--- src/rtl/bsq_pkg.sv ---
package bsq_pkg;
  // Burst length code that selects a full-page burst.
  localparam logic [2:0] BL_FULL = 3'b111;

  // Strobes handed from the control to the datapath.
  typedef struct packed {
    logic rdBeat;
    logic wrBeat;
    logic interleave;
    logic fullPage;
    logic cl3;
  } seqStrobes_t;
endpackage

--- src/rtl/bsq_ctrl.sv ---
module bsq_ctrl
  import bsq_pkg::*;
#(
  parameter int COL_W = 8
) (
  input  logic             clk,
  input  logic             rst_n,
  input  logic             rdStart,
  input  logic             wrStart,
  input  logic             stopBurst,
  input  logic             precharge,
  input  logic [COL_W-1:0] startCol,
  input  logic [2:0]       blSel,
  input  logic             interleave,
  input  logic             casLat3,
  output seqStrobes_t      strb,
  output logic [COL_W-1:0] beatIdx,
  output logic [COL_W-1:0] baseCol,
  output logic [COL_W-1:0] lenMask
);
  logic             active;
  logic             isWrite;
  logic [COL_W-1:0] cnt;
  logic [COL_W-1:0] baseR;
  logic [2:0]       blR;
  logic             ilR;
  logic             clR;
  logic             fullPage;
  logic             lastBeat;
  logic             anyStart;

  assign anyStart = rdStart | wrStart;
  assign fullPage = (blR == BL_FULL);

  always_comb begin
    case (blR)
      3'b001:  lenMask = COL_W'(1);
      3'b010:  lenMask = COL_W'(3);
      3'b011:  lenMask = COL_W'(7);
      BL_FULL: lenMask = {COL_W{1'b1}};
      default: lenMask = '0;
    endcase
  end

  assign lastBeat = !fullPage && (cnt == lenMask);

  always_ff @(posedge clk or negedge rst_n) begin
    if (!rst_n) begin
      active  <= 1'b0;
      isWrite <= 1'b0;
      cnt     <= '0;
      baseR   <= '0;
      blR     <= '0;
      ilR     <= 1'b0;
      clR     <= 1'b0;
    end else if (precharge) begin
      active <= 1'b0;
    end else if (anyStart) begin
      active  <= 1'b1;
      isWrite <= !rdStart;
      cnt     <= '0;
      baseR   <= startCol;
      blR     <= blSel;
      ilR     <= interleave;
      if (rdStart) clR <= casLat3;
    end else if (stopBurst) begin
      active <= 1'b0;
    end else if (active) begin
      if (lastBeat) active <= 1'b0;
      else          cnt    <= cnt + COL_W'(1);
    end
  end

  assign strb.rdBeat     = active & !isWrite;
  assign strb.wrBeat     = active & isWrite;
  assign strb.interleave = ilR;
  assign strb.fullPage   = fullPage;
  assign strb.cl3        = clR;
  assign beatIdx         = cnt;
  assign baseCol         = baseR;


  beat_bound_chk: assert property (@(posedge clk) disable iff (!rst_n)
    (active && !fullPage) |-> (cnt <= lenMask));


  pch_stop_chk: assert property (@(posedge clk) disable iff (!rst_n)
    precharge |=> !active);


  rd_start_chk: assert property (@(posedge clk) disable iff (!rst_n)
    (rdStart && !precharge) |=> (strb.rdBeat && cnt == '0));


  term_stop_chk: assert property (@(posedge clk) disable iff (!rst_n)
    (stopBurst && !anyStart) |=> !active);
endmodule

--- src/rtl/bsq_dpath.sv ---
module bsq_dpath
  import bsq_pkg::*;
#(
  parameter int COL_W  = 8,
  parameter int MASK_W = 2
) (
  input  logic              clk,
  input  logic              rst_n,
  input  seqStrobes_t       strb,
  input  logic [COL_W-1:0]  beatIdx,
  input  logic [COL_W-1:0]  baseCol,
  input  logic [COL_W-1:0]  lenMask,
  input  logic [MASK_W-1:0] maskIn,
  output logic [COL_W-1:0]  colAddr,
  output logic              colValid,
  output logic              rdValid,
  output logic [MASK_W-1:0] rdOe,
  output logic [MASK_W-1:0] wrEn
);
  localparam int RD_DEPTH = 2;

  logic [COL_W-1:0]  linSum;
  logic [COL_W-1:0]  seqLow;
  logic [COL_W-1:0]  xorLow;
  logic [RD_DEPTH-1:0] rdPipe;
  logic [MASK_W-1:0] maskD1;
  logic [MASK_W-1:0] maskD2;

  assign linSum = baseCol + beatIdx;
  assign seqLow = linSum & lenMask;
  assign xorLow = (baseCol ^ beatIdx) & lenMask;

  always_comb begin
    if (strb.fullPage) colAddr = linSum;
    else colAddr = (baseCol & ~lenMask) | (strb.interleave ? xorLow : seqLow);
  end

  assign colValid = strb.rdBeat | strb.wrBeat;

  always_ff @(posedge clk or negedge rst_n) begin
    if (!rst_n) begin
      rdPipe <= '0;
      maskD1 <= '0;
      maskD2 <= '0;
    end else begin
      rdPipe <= {rdPipe[RD_DEPTH-2:0], strb.rdBeat};
      maskD1 <= maskIn;
      maskD2 <= maskD1;
    end
  end

  assign rdValid = strb.cl3 ? rdPipe[1] : rdPipe[0];

  for (genvar b = 0; b < MASK_W; b++) begin : g_lane
    assign rdOe[b] = rdValid & ~maskD2[b];
    assign wrEn[b] = strb.wrBeat & ~maskIn[b];
  end


  one_kind_chk: assert property (@(posedge clk) disable iff (!rst_n)
    $countones({strb.rdBeat, strb.wrBeat}) <= 1);


  rd_lat_chk: assert property (@(posedge clk) disable iff (!rst_n)
    rdValid |-> ($past(strb.rdBeat) || $past(strb.rdBeat, 2)));
endmodule

--- src/rtl/burst_column_sequencer.sv ---
module burst_column_sequencer
  import bsq_pkg::*;
#(
  parameter int COL_W  = 8,
  parameter int MASK_W = 2
) (
  input  logic              clk,
  input  logic              rst_n,
  input  logic              rdStart,
  input  logic              wrStart,
  input  logic              stopBurst,
  input  logic              precharge,
  input  logic [COL_W-1:0]  startCol,
  input  logic [2:0]        blSel,
  input  logic              interleave,
  input  logic              casLat3,
  input  logic [MASK_W-1:0] maskIn,
  output logic [COL_W-1:0]  colAddr,
  output logic              colValid,
  output logic              rdValid,
  output logic [MASK_W-1:0] rdOe,
  output logic [MASK_W-1:0] wrEn
);
  seqStrobes_t      strb;
  logic [COL_W-1:0] beatIdx;
  logic [COL_W-1:0] baseCol;
  logic [COL_W-1:0] lenMask;

  bsq_ctrl #(.COL_W(COL_W)) u_ctrl (
    .clk(clk), .rst_n(rst_n), .rdStart(rdStart), .wrStart(wrStart),
    .stopBurst(stopBurst), .precharge(precharge), .startCol(startCol),
    .blSel(blSel), .interleave(interleave), .casLat3(casLat3),
    .strb(strb), .beatIdx(beatIdx), .baseCol(baseCol), .lenMask(lenMask)
  );

  bsq_dpath #(.COL_W(COL_W), .MASK_W(MASK_W)) u_dpath (
    .clk(clk), .rst_n(rst_n), .strb(strb), .beatIdx(beatIdx),
    .baseCol(baseCol), .lenMask(lenMask), .maskIn(maskIn),
    .colAddr(colAddr), .colValid(colValid), .rdValid(rdValid),
    .rdOe(rdOe), .wrEn(wrEn)
  );
endmodule

--- config.mk ---
export PLATFORM = sky130hd
export DESIGN_NAME = burst_column_sequencer
export DESIGN_NICKNAME = d
export VERILOG_FILES = /design/src/rtl/bsq_pkg.sv /design/src/rtl/bsq_ctrl.sv /design/src/rtl/bsq_dpath.sv /design/src/rtl/burst_column_sequencer.sv
export SDC_FILE = /design/constraint.sdc
export NUM_CORES = 1
export LEC_CHECK = 0
export BUFFER_PORTS_ARGS = -buffer_cell sky130_fd_sc_hd__buf_2
export CORE_ASPECT_RATIO = 1.5
export CORE_MARGIN = 2
export CORE_UTILIZATION = 35
export DETAILED_ROUTE_END_ITERATION = 8
export PLACE_DENSITY_LB_ADDON = 0.2
export SYNTH_ARGS = -nofsm -noshare
export SYNTH_HDL_FRONTEND = slang
export SYNTH_SLANG_ARGS = --single-unit
--- constraint.sdc ---
create_clock -name clk -period 3.91 [get_ports clk]
set_clock_uncertainty 0.2 [all_clocks]
set_input_delay 0.391 -clock clk [delete_from_list [all_inputs] [get_ports clk]]
set_output_delay 0.391 -clock clk [all_outputs]
set_load 0.03 [all_outputs]
==> metrics.yaml, run 1 <==
worst_setup_path_start_kind: "flip-flop"
clk_path_buf_depth: 2
crit_buf_inv: 1
setup_viol: 0
drt_drc_violations_left: 0
p_leak_nw: 1.01
max_freq_ghz: 0.323
arrival_ps: 2510
hp-start: "maskIn[1]"
ant_nets: 0
place_area_um2: 1990
syn_area_um2: 1770
final_common_cell: "nand2_1"
cpPeakStageDelay_ps: 460
drt_pre_antenna_iters: 4
rr_worst_depth: 5
path_class: "reg -> out"
fin_crit_ps: 3100
rows: 31
n_antenna_cell: 0
end_kind: "output port"
cts_tree: "yes"
grt_max_degree: 30
syn2layout_area_growth_pct: 19.5
cts_root_buf: "clkbuf_8"
final_util_pct: 43.6
synthesis.nets: 236
avgSynthCellArea_um2: 8.59
final.period_utilization_pct: 79.3
yosysWarnings: 0
dieHeight_um: 91.1
final_cells: 309
register_area_um2: 726
wire_per_inst_um: 12.8
htreeDepth: 2
hold_depth: 1
path_clk_slew_ps: 60
r2r_start: "u_ctrl.blR[1]"
io_pins: 35
ys_seq_area_share_pct: 41.0
cp_top_family: "compound AO/OA/AOI/OAI gates"
max_cap_violations: 0
multiInputGateArea_um2: 958
slew_headroom_pct: 56.8
overflow: 0
synthTopCellsByArea: "dfrtp_1 41%, nand2_1 9.3%, ha_1 5.7%, o21ai_0 4.5%, a21oi_1 3.7%"
coreArea_um2: 4850
power_density_nw_per_um2: 403
fin_hold_ws_ps: 27.3
dp.cells: 300
track_usage_pct: 15.8
path_max_fanout: 8
synth_top_cell_by_area: "dfrtp_1"
route.vias.total: 1540
cts.repair.resized: 0
tns_ps: 0
vias_per_cell: 4.98
ys.flop_type: "dfrtp_1"
dp_hpwl_mm: 2.94
nets: 272
async_flop_share_pct: 100
grt_pass1_wl_mm: 6.79
finalWirelength_mm: 3.96
die-area_um2: 5650
stdcell_area_um2: 2120
layout-drive-gt1-share_pct: 19.3
cts_made_buffers: 5
rrSetupSlack_ps: 1860
mostFrequentLayoutCells: "44 x nand2_1, 34 x buf_2, 29 x dfrtp_1"
path_cells: "ha_1, a211oi_1, o211ai_1, and4_1, a2111oi_0, o31ai_1, buf_2"
synth_edf_count: 0
die_w_um: 62.1
initial_core_util_pct: 36.5
hold_path_end: "u_dpath.maskD1[1]"
netlist_instances: 206
hold_class: "in -> reg"
drt_iter0_drc: 48
place.gp.congestion: 0.832
status: "finished clean"
clk_latency_ps: 280
cp_slowest_cell: "dfrtp_1"
tightestPinTransition_ps: 648
critPathRequiredTime_ps: 3320
peakVddDrop_uv: 171
slew_viol_final: 0
rsz0062_at_grt: "no"
numPortBuffers: 34
synth_top_area_share_pct: 41.0
fill_cells: 508
grt_pass1_vias: 1477
hold_violations: 0
ys_ff_latch: 29
clock-sinks: 29
synth_cell_types: 44
worst_r2r_endpoint: "u_ctrl.beatIdx[2]"
grt_antenna_before_repair: 0
[state kept, by name (all words and copies together), names as in the netlist, 2 cells and up]
register        flops
u_ctrl.baseCol      8
u_ctrl.beatIdx      8
u_ctrl.blR          3
u_dpath.maskD1      2
u_dpath.maskD2      2
u_dpath.rdPipe      2
[kinds of logic after synthesis]
kind of cell	Yosys count	share of synthesized area, %
AOI/OAI and AO/OA	48	17.0
DFF	29	41.0
and+or+nand+nor	91	24.3
buffers and inverters	18	4.88
muxes	5	2.97
adders and majority gates	10	7.35
xor gates and xnor gates	5	2.47
[final cells by class]
cell class	instances	area share, %
multi-input cells	159	45.3
repair buffers	37	9.23
flip-flops and latches	29	34.3
clock buffers	7	4.08
well taps	66	3.90
inverters	10	1.77
clock inverters	1	1.42
[through the flow]
stage	setup slack, ps	power, W
2_1_floorplan	1190	0.000482
3_3_place_gp	1150	0.000538
3_5_place_dp	1110	0.000539
4_1_cts	801	0.000865
5_1_grt	607	0.000905
6_report	809	0.000853
[per-layer routing]
| layer | part of all wire, % | GRT usage, % | up-vias |
|---|---|---|---|
| met3 | 2.1 | 2.99 | 6 |
| li1 | - | - | 800 |
| met2 | 52 | 25.7 | 15 |
| met5 | 0 | 0 | - |
| met4 | 1.9 | 6.38 | 0 |
| met1 | 44 | 19.7 | 719 |
[cells in the mapped netlist (3+ instances only)]
master / number
a21oi_1: 13
clkbuf_1: 5
dfrtp_1: 29
ha_1: 8
inv_1: 10
mux2i_1: 3
nand2_1: 44
nand2b_1: 4
nand3_1: 8
nor2_1: 15
nor2b_1: 3
nor3b_1: 4
o21ai_0: 16
o31ai_1: 3
xor2_1: 3
[power by group]
group          total (W)  internal [W]  switching, W
Sequential      0.000349      0.000323     0.0000254
Combinational   0.000182     0.0000674      0.000115
Clock           0.000322      0.000207      0.000115
[timing repair]
item,in CTS,in global routing
hold endpoints to repair,29,0
setup buffers,0,0
hold buffers,1,0
[worst max path at each step]
stage                           start          to  slack (ps)  cells after the start
floorplan           u_ctrl.beatIdx[1]  colAddr[7]        1190                      6
global placement    u_ctrl.beatIdx[1]  colAddr[7]        1150                      7
detailed placement  u_ctrl.beatIdx[1]  colAddr[7]        1110                      7
CTS                 u_ctrl.beatIdx[1]  colAddr[7]         800                      7
global route        u_ctrl.beatIdx[1]  colAddr[7]         610                      7
finish              u_ctrl.beatIdx[1]  colAddr[7]         810                      7
Note: power is estimated with default switching activity, not from simulation.
==> run 2, diff against run 1 <==
Clock period 3.91 ns to 3.2 ns, I/O delays scaled along.
==> run 2 against run 1 <==
Final area is 1.6% higher. Global-route usage grew 0.46 points. Routed wire length up 0.86%. Highest routed layer unchanged. Setup slack worse by 600 ps. Largest cell class unchanged. Largest power group unchanged.
==> metrics.yaml, run 2 (synthesis results as in run 1) <==
status: "finished clean"
coreArea_um2: 4850
cpPeakStageDelay_ps: 490
hp-start: "blSel[1]"
grt_pass1_wl_mm: 6.98
mostFrequentLayoutCells: "44 x nand2_1, 34 x buf_2, 29 x dfrtp_1"
grt_antenna_before_repair: 0
max_cap_violations: 0
die-area_um2: 5650
grt_max_degree: 30
clk_path_buf_depth: 2
hold_class: "in -> reg"
place_area_um2: 2000
max_freq_ghz: 0.334
fin_crit_ps: 2990
slew_viol_final: 0
path_class: "reg -> out"
initial_core_util_pct: 36.5
path_cells: "ha_1, inv_1, fa_1, nor2b_1, o21ai_0, a21boi_0, or4_1, nand3_1, buf_2"
nets: 275
end_kind: "output port"
arrival_ps: 2470
cts_made_buffers: 5
io_pins: 35
wire_per_inst_um: 12.8
grt_pass1_vias: 1549
r2r_start: "u_ctrl.blR[1]"
numPortBuffers: 34
cts_root_buf: "clkbuf_8"
crit_buf_inv: 2
die_w_um: 62.1
setup_slack_ps: 210
rr_worst_depth: 5
peakVddDrop_uv: 216
path_max_fanout: 8
rsz0062_at_grt: "no"
worst_r2r_endpoint: "u_ctrl.beatIdx[2]"
drt_pre_antenna_iters: 4
place.gp.congestion: 0.801
ant_nets: 0
final_common_cell: "nand2_1"
finalWirelength_mm: 3.99
htreeDepth: 2
tns_ps: 0
rrSetupSlack_ps: 1130
path_clk_slew_ps: 60
setup_viol: 0
clk_latency_ps: 280
drt_iter0_drc: 44
worst_setup_path_start_kind: "flip-flop"
vias_per_cell: 5.01
drt_drc_violations_left: 0
track_usage_pct: 16.3
cp_slowest_cell: "or4_1"
layout-drive-gt1-share_pct: 19.9
final.period_utilization_pct: 93.4
hold_violations: 0
power_density_nw_per_um2: 486
cts_tree: "yes"
stdcell_area_um2: 2150
dieHeight_um: 91.1
hold_path_end: "u_ctrl.blR[1]"
syn2layout_area_growth_pct: 21.4
fin_hold_ws_ps: 24.5
p_leak_nw: 1.02
place_ws_ps: 479
fill_cells: 515
dp_hpwl_mm: 2.92
rows: 31
cp_top_family: "simple AND/OR/NAND/NOR gates"
critPathRequiredTime_ps: 2680
tightestPinTransition_ps: 660
n_antenna_cell: 0
hold_depth: 3
overflow: 0
route.vias.total: 1562
slew_headroom_pct: 56.0
clock-sinks: 29
[run 2: changes by cell type in the layout (fill, tap and decap cells not counted)]
cell / delta
o21ai_0: -1
o21ai_1: +1
buf_4: +1
a211oi_1: -1
a211oi_2: +1
a2111oi_0: -1
dlygate4sd3_1: +2
a2111oi_1: +1
[run 2: through the flow]
step	power (W)	cells	util, %
6_report	0.00105	312	44.3
5_1_grt	0.00111	312	44.3
4_1_cts	0.00106	312	44.2
3_5_place_dp	0.000659	301	41.2
3_3_place_gp	0.000659	301	41.2
2_1_floorplan	0.000589	206	-
[run 2: cell type report]
| type | instances | area (um^2) | share of cell area [%] |
|---|---|---|---|
| clock buffer | 7 | 86.3 | 4.02 |
| clock inverter | 1 | 30.0 | 1.40 |
| inverter | 10 | 37.5 | 1.75 |
| multi-input combinational | 159 | 965 | 44.9 |
| sequential | 29 | 726 | 33.8 |
| tap | 66 | 82.6 | 3.84 |
| timing repair buffer | 40 | 223 | 10.4 |
[run 2: worst max path at each step]
stage | startpoint | endpoint | slack, ps | depth (start not counted)
4_1_cts | u_ctrl.beatIdx[1] | colAddr[7] | 160 | 7
3_5_place_dp | u_ctrl.beatIdx[1] | colAddr[7] | 480 | 7
3_3_place_gp | u_ctrl.beatIdx[1] | colAddr[7] | 520 | 7
2_1_floorplan | u_ctrl.beatIdx[1] | colAddr[7] | 560 | 6
5_1_grt | u_ctrl.beatIdx[0] | colAddr[6] | 50 | 9
6_report | u_ctrl.beatIdx[0] | colAddr[6] | 210 | 9
[run 2: power by group]
| group | leakage (nW) | switching, W | total, W | internal [W] |
|---|---|---|---|---|
| Combinational | 0.597 | 0.000141 | 0.000226 | 0.0000849 |
| Clock | 0.0585 | 0.000139 | 0.000393 | 0.000254 |
| Sequential | 0.367 | 0.0000314 | 0.000426 | 0.000395 |
[run 2: worst register-to-register path: stages (launching register included)]
cell and delay [ps]:
dfrtp_1 510, or4b_1 550, o22ai_1 200, o21ai_0 220
a31oi_1 220, a41o_1 110
[run 2: routing by layer]
metal  up-vias  track usage (%)  wire (um)  part of all wire (%)
met1       737             19.5       1760                    44
li1        803                -          -                     -
met5         -                0          0                     0
met4         0             6.38         79                   2.0
met3         5             3.42         88                   2.2
met2        17             27.1       2070                    52
[run 2: what timing repair did]
item,CTS,global route
endpoints found under the hold margin,31,0
gates resized for setup,0,3
setup buffers,0,0
setup endpoints to repair,0,1
hold buffers,3,0
==> run 3, diff against run 2 <==
--- a/config.mk
+++ b/config.mk
@@ -9,3 +9,3 @@
 export CORE_ASPECT_RATIO = 1.5
-export CORE_MARGIN = 2
+export CORE_MARGIN = 3
 export CORE_UTILIZATION = 35
--- a/constraint.sdc
+++ b/constraint.sdc
@@ -4,2 +4,2 @@
 set_output_delay 0.32 -clock clk [all_outputs]
-set_load 0.03 [all_outputs]
+set_load 0.05 [all_outputs]
==> run 3 against run 2 <==
Setup slack lost 18 ps. Final area grew 0.87%. Non-clock buffer count grew 2. First-iteration DRC count grew 4.5%. Sequential share of layout area shrank 0.23 points. Via count grew 2.8%.
==> metrics.yaml, run 3 (synthesis results as in run 1) <==
status: "finished clean"
rrSetupSlack_ps: 1060
io_pins: 35
seq_power_share_pct: 39.0
syn2layout_area_growth_pct: 22.5
rr_worst_depth: 5
grt_pass1_vias: 1541
dieHeight_um: 93.1
p_leak_nw: 1.03
overflow: 0
max_freq_ghz: 0.332
worst_r2r_endpoint: "u_ctrl.beatIdx[2]"
cpPeakStageDelay_ps: 460
p_comb_share_pct: 25.0
r2r_start: "u_ctrl.blR[1]"
final_common_cell: "nand2_1"
fill_cells: 506
tns_ps: 0
path_max_fanout: 8
vias_per_cell: 5.11
arrival_ps: 2490
grt_pass1_wl_mm: 6.89
cts_made_buffers: 5
stdcell_area_um2: 2170
path_cells: "ha_1, a211oi_2, o211ai_1, and4_1, a2111oi_1, o31ai_1, buf_2"
p_switching_w: 0.000349
final.period_utilization_pct: 94.0
htreeDepth: 2
dp.cells: 303
cp-endpoint: "colAddr[7]"
numPortBuffers: 34
clk_path_buf_depth: 2
cts_tree: "yes"
final_util_pct: 44.7
tightestPinTransition_ps: 794
rsz0062_at_grt: "no"
clock-sinks: 29
final_cells: 314
grt_max_degree: 30
drt_pre_antenna_iters: 4
hold_violations: 0
crit_start: "u_ctrl.beatIdx[1]"
drt_iter0_drc: 46
nets: 277
slew_viol_final: 0
n_antenna_cell: 0
cts_setup_buffers: 0
hold_class: "in -> reg"
route.vias.total: 1605
place_area_um2: 2010
grt_antenna_before_repair: 0
path_class: "reg -> out"
cts_root_buf: "clkbuf_8"
drt_drc_violations_left: 0
die-area_um2: 5970
ant_nets: 0
fin_crit_ps: 3010
layout-drive-gt1-share_pct: 21.0
finalWirelength_mm: 4.05
path_clk_slew_ps: 60
worst_setup_path_start_kind: "flip-flop"
initial_core_util_pct: 36.5
cp_slowest_cell: "dfrtp_1"
setup_viol: 0
wire_per_inst_um: 12.9
coreArea_um2: 4850
critPathRequiredTime_ps: 2680
end_kind: "output port"
power_switching_share_pct: 32.1
die_w_um: 64.1
mostFrequentLayoutCells: "44 x nand2_1, 33 x buf_2, 28 x dfrtp_1"
rows: 31
place.gp.congestion: 0.844
p_int_w: 0.000737
power_density_nw_per_um2: 501
slew_headroom_pct: 46.5
pwr-share-clk_pct: 36.0
max_cap_violations: 0
peakVddDrop_uv: 223
dp_hpwl_mm: 3.07
track_usage_pct: 14.6
clk_latency_ps: 280
p_total_w: 0.00109
-- run 3: cell count changes in the layout (fill, tap and decap cells not counted) --
cell      previous run  this run
buf_2               34        33
clkbuf_4             0         1
buf_4                3         5
dfrtp_2              0         1
dfrtp_1             29        28
-- run 3: worst min path at each step --
stage | startpoint | slack [ps] | cells after the start | to
3_5_place_dp | u_dpath.maskD1[1] | 140 | 0 | u_dpath.maskD2[1]
2_1_floorplan | rst_n | -180 | 0 | u_ctrl.active
6_report | startCol[0] | 30 | 3 | u_ctrl.baseCol[0]
3_3_place_gp | u_dpath.maskD1[0] | 130 | 0 | u_dpath.maskD2[0]
4_1_cts | blSel[1] | 20 | 3 | u_ctrl.blR[1]
5_1_grt | startCol[2] | 40 | 3 | u_ctrl.baseCol[2]
-- run 3: stage by stage --
stage	setup WS, ps	hold slack [ps]
after floorplan	132	-176
after global routing	17.7	36.0
after detailed placement	349	138
final	192	25.9
after global placement	444	132
after CTS	43.3	21.9
-- run 3: repair_timing --
| item | in CTS | in global routing |
|---|---|---|
| endpoints found under the hold margin | 31 | 0 |
| hold buffers | 3 | 0 |
| gates resized for setup | 0 | 5 |
| endpoints found under the setup margin | 0 | 2 |
-- run 3: layer usage --
metal  track usage (%)  part of all wire [%]
met5                 0                     0
met4              6.49                   1.7
met3              2.28                   3.2
met2              25.8                    52
met1              17.1                    43
-- run 3: layout make-up --
class / instances / area (um^2) / area share [%]
Tap cell: 66 / 82.6 / 3.81
Inverter: 10 / 37.5 / 1.73
Sequential cell: 29 / 727 / 33.5
Timing Repair Buffer: 42 / 240 / 11.1
Clock inverter: 1 / 30.0 / 1.38
Multi-Input combinational cell: 159 / 965 / 44.5
Clock buffer: 7 / 86.3 / 3.98
-- run 3: worst max-delay path: cells and delay by family (launching register included) --
family	cells	cell delay, ps
AO/OA/AOI/OAI	4	920
flip-flops	1	460
adder cells (fa/ha/maj)	1	370
AND/OR/NAND/NOR	1	230
buffers and inverters	1	220
-- run 3: power groups by stage --
stage	clock network, W	registers, W	logic [W]
after floorplan	0	0.000419	0.000207
after global placement	0	0.000430	0.000270
after detailed placement	0	0.000431	0.000270
after CTS	0.000400	0.000424	0.000274
after global routing	0.000411	0.000429	0.000298
final	0.000391	0.000424	0.000272
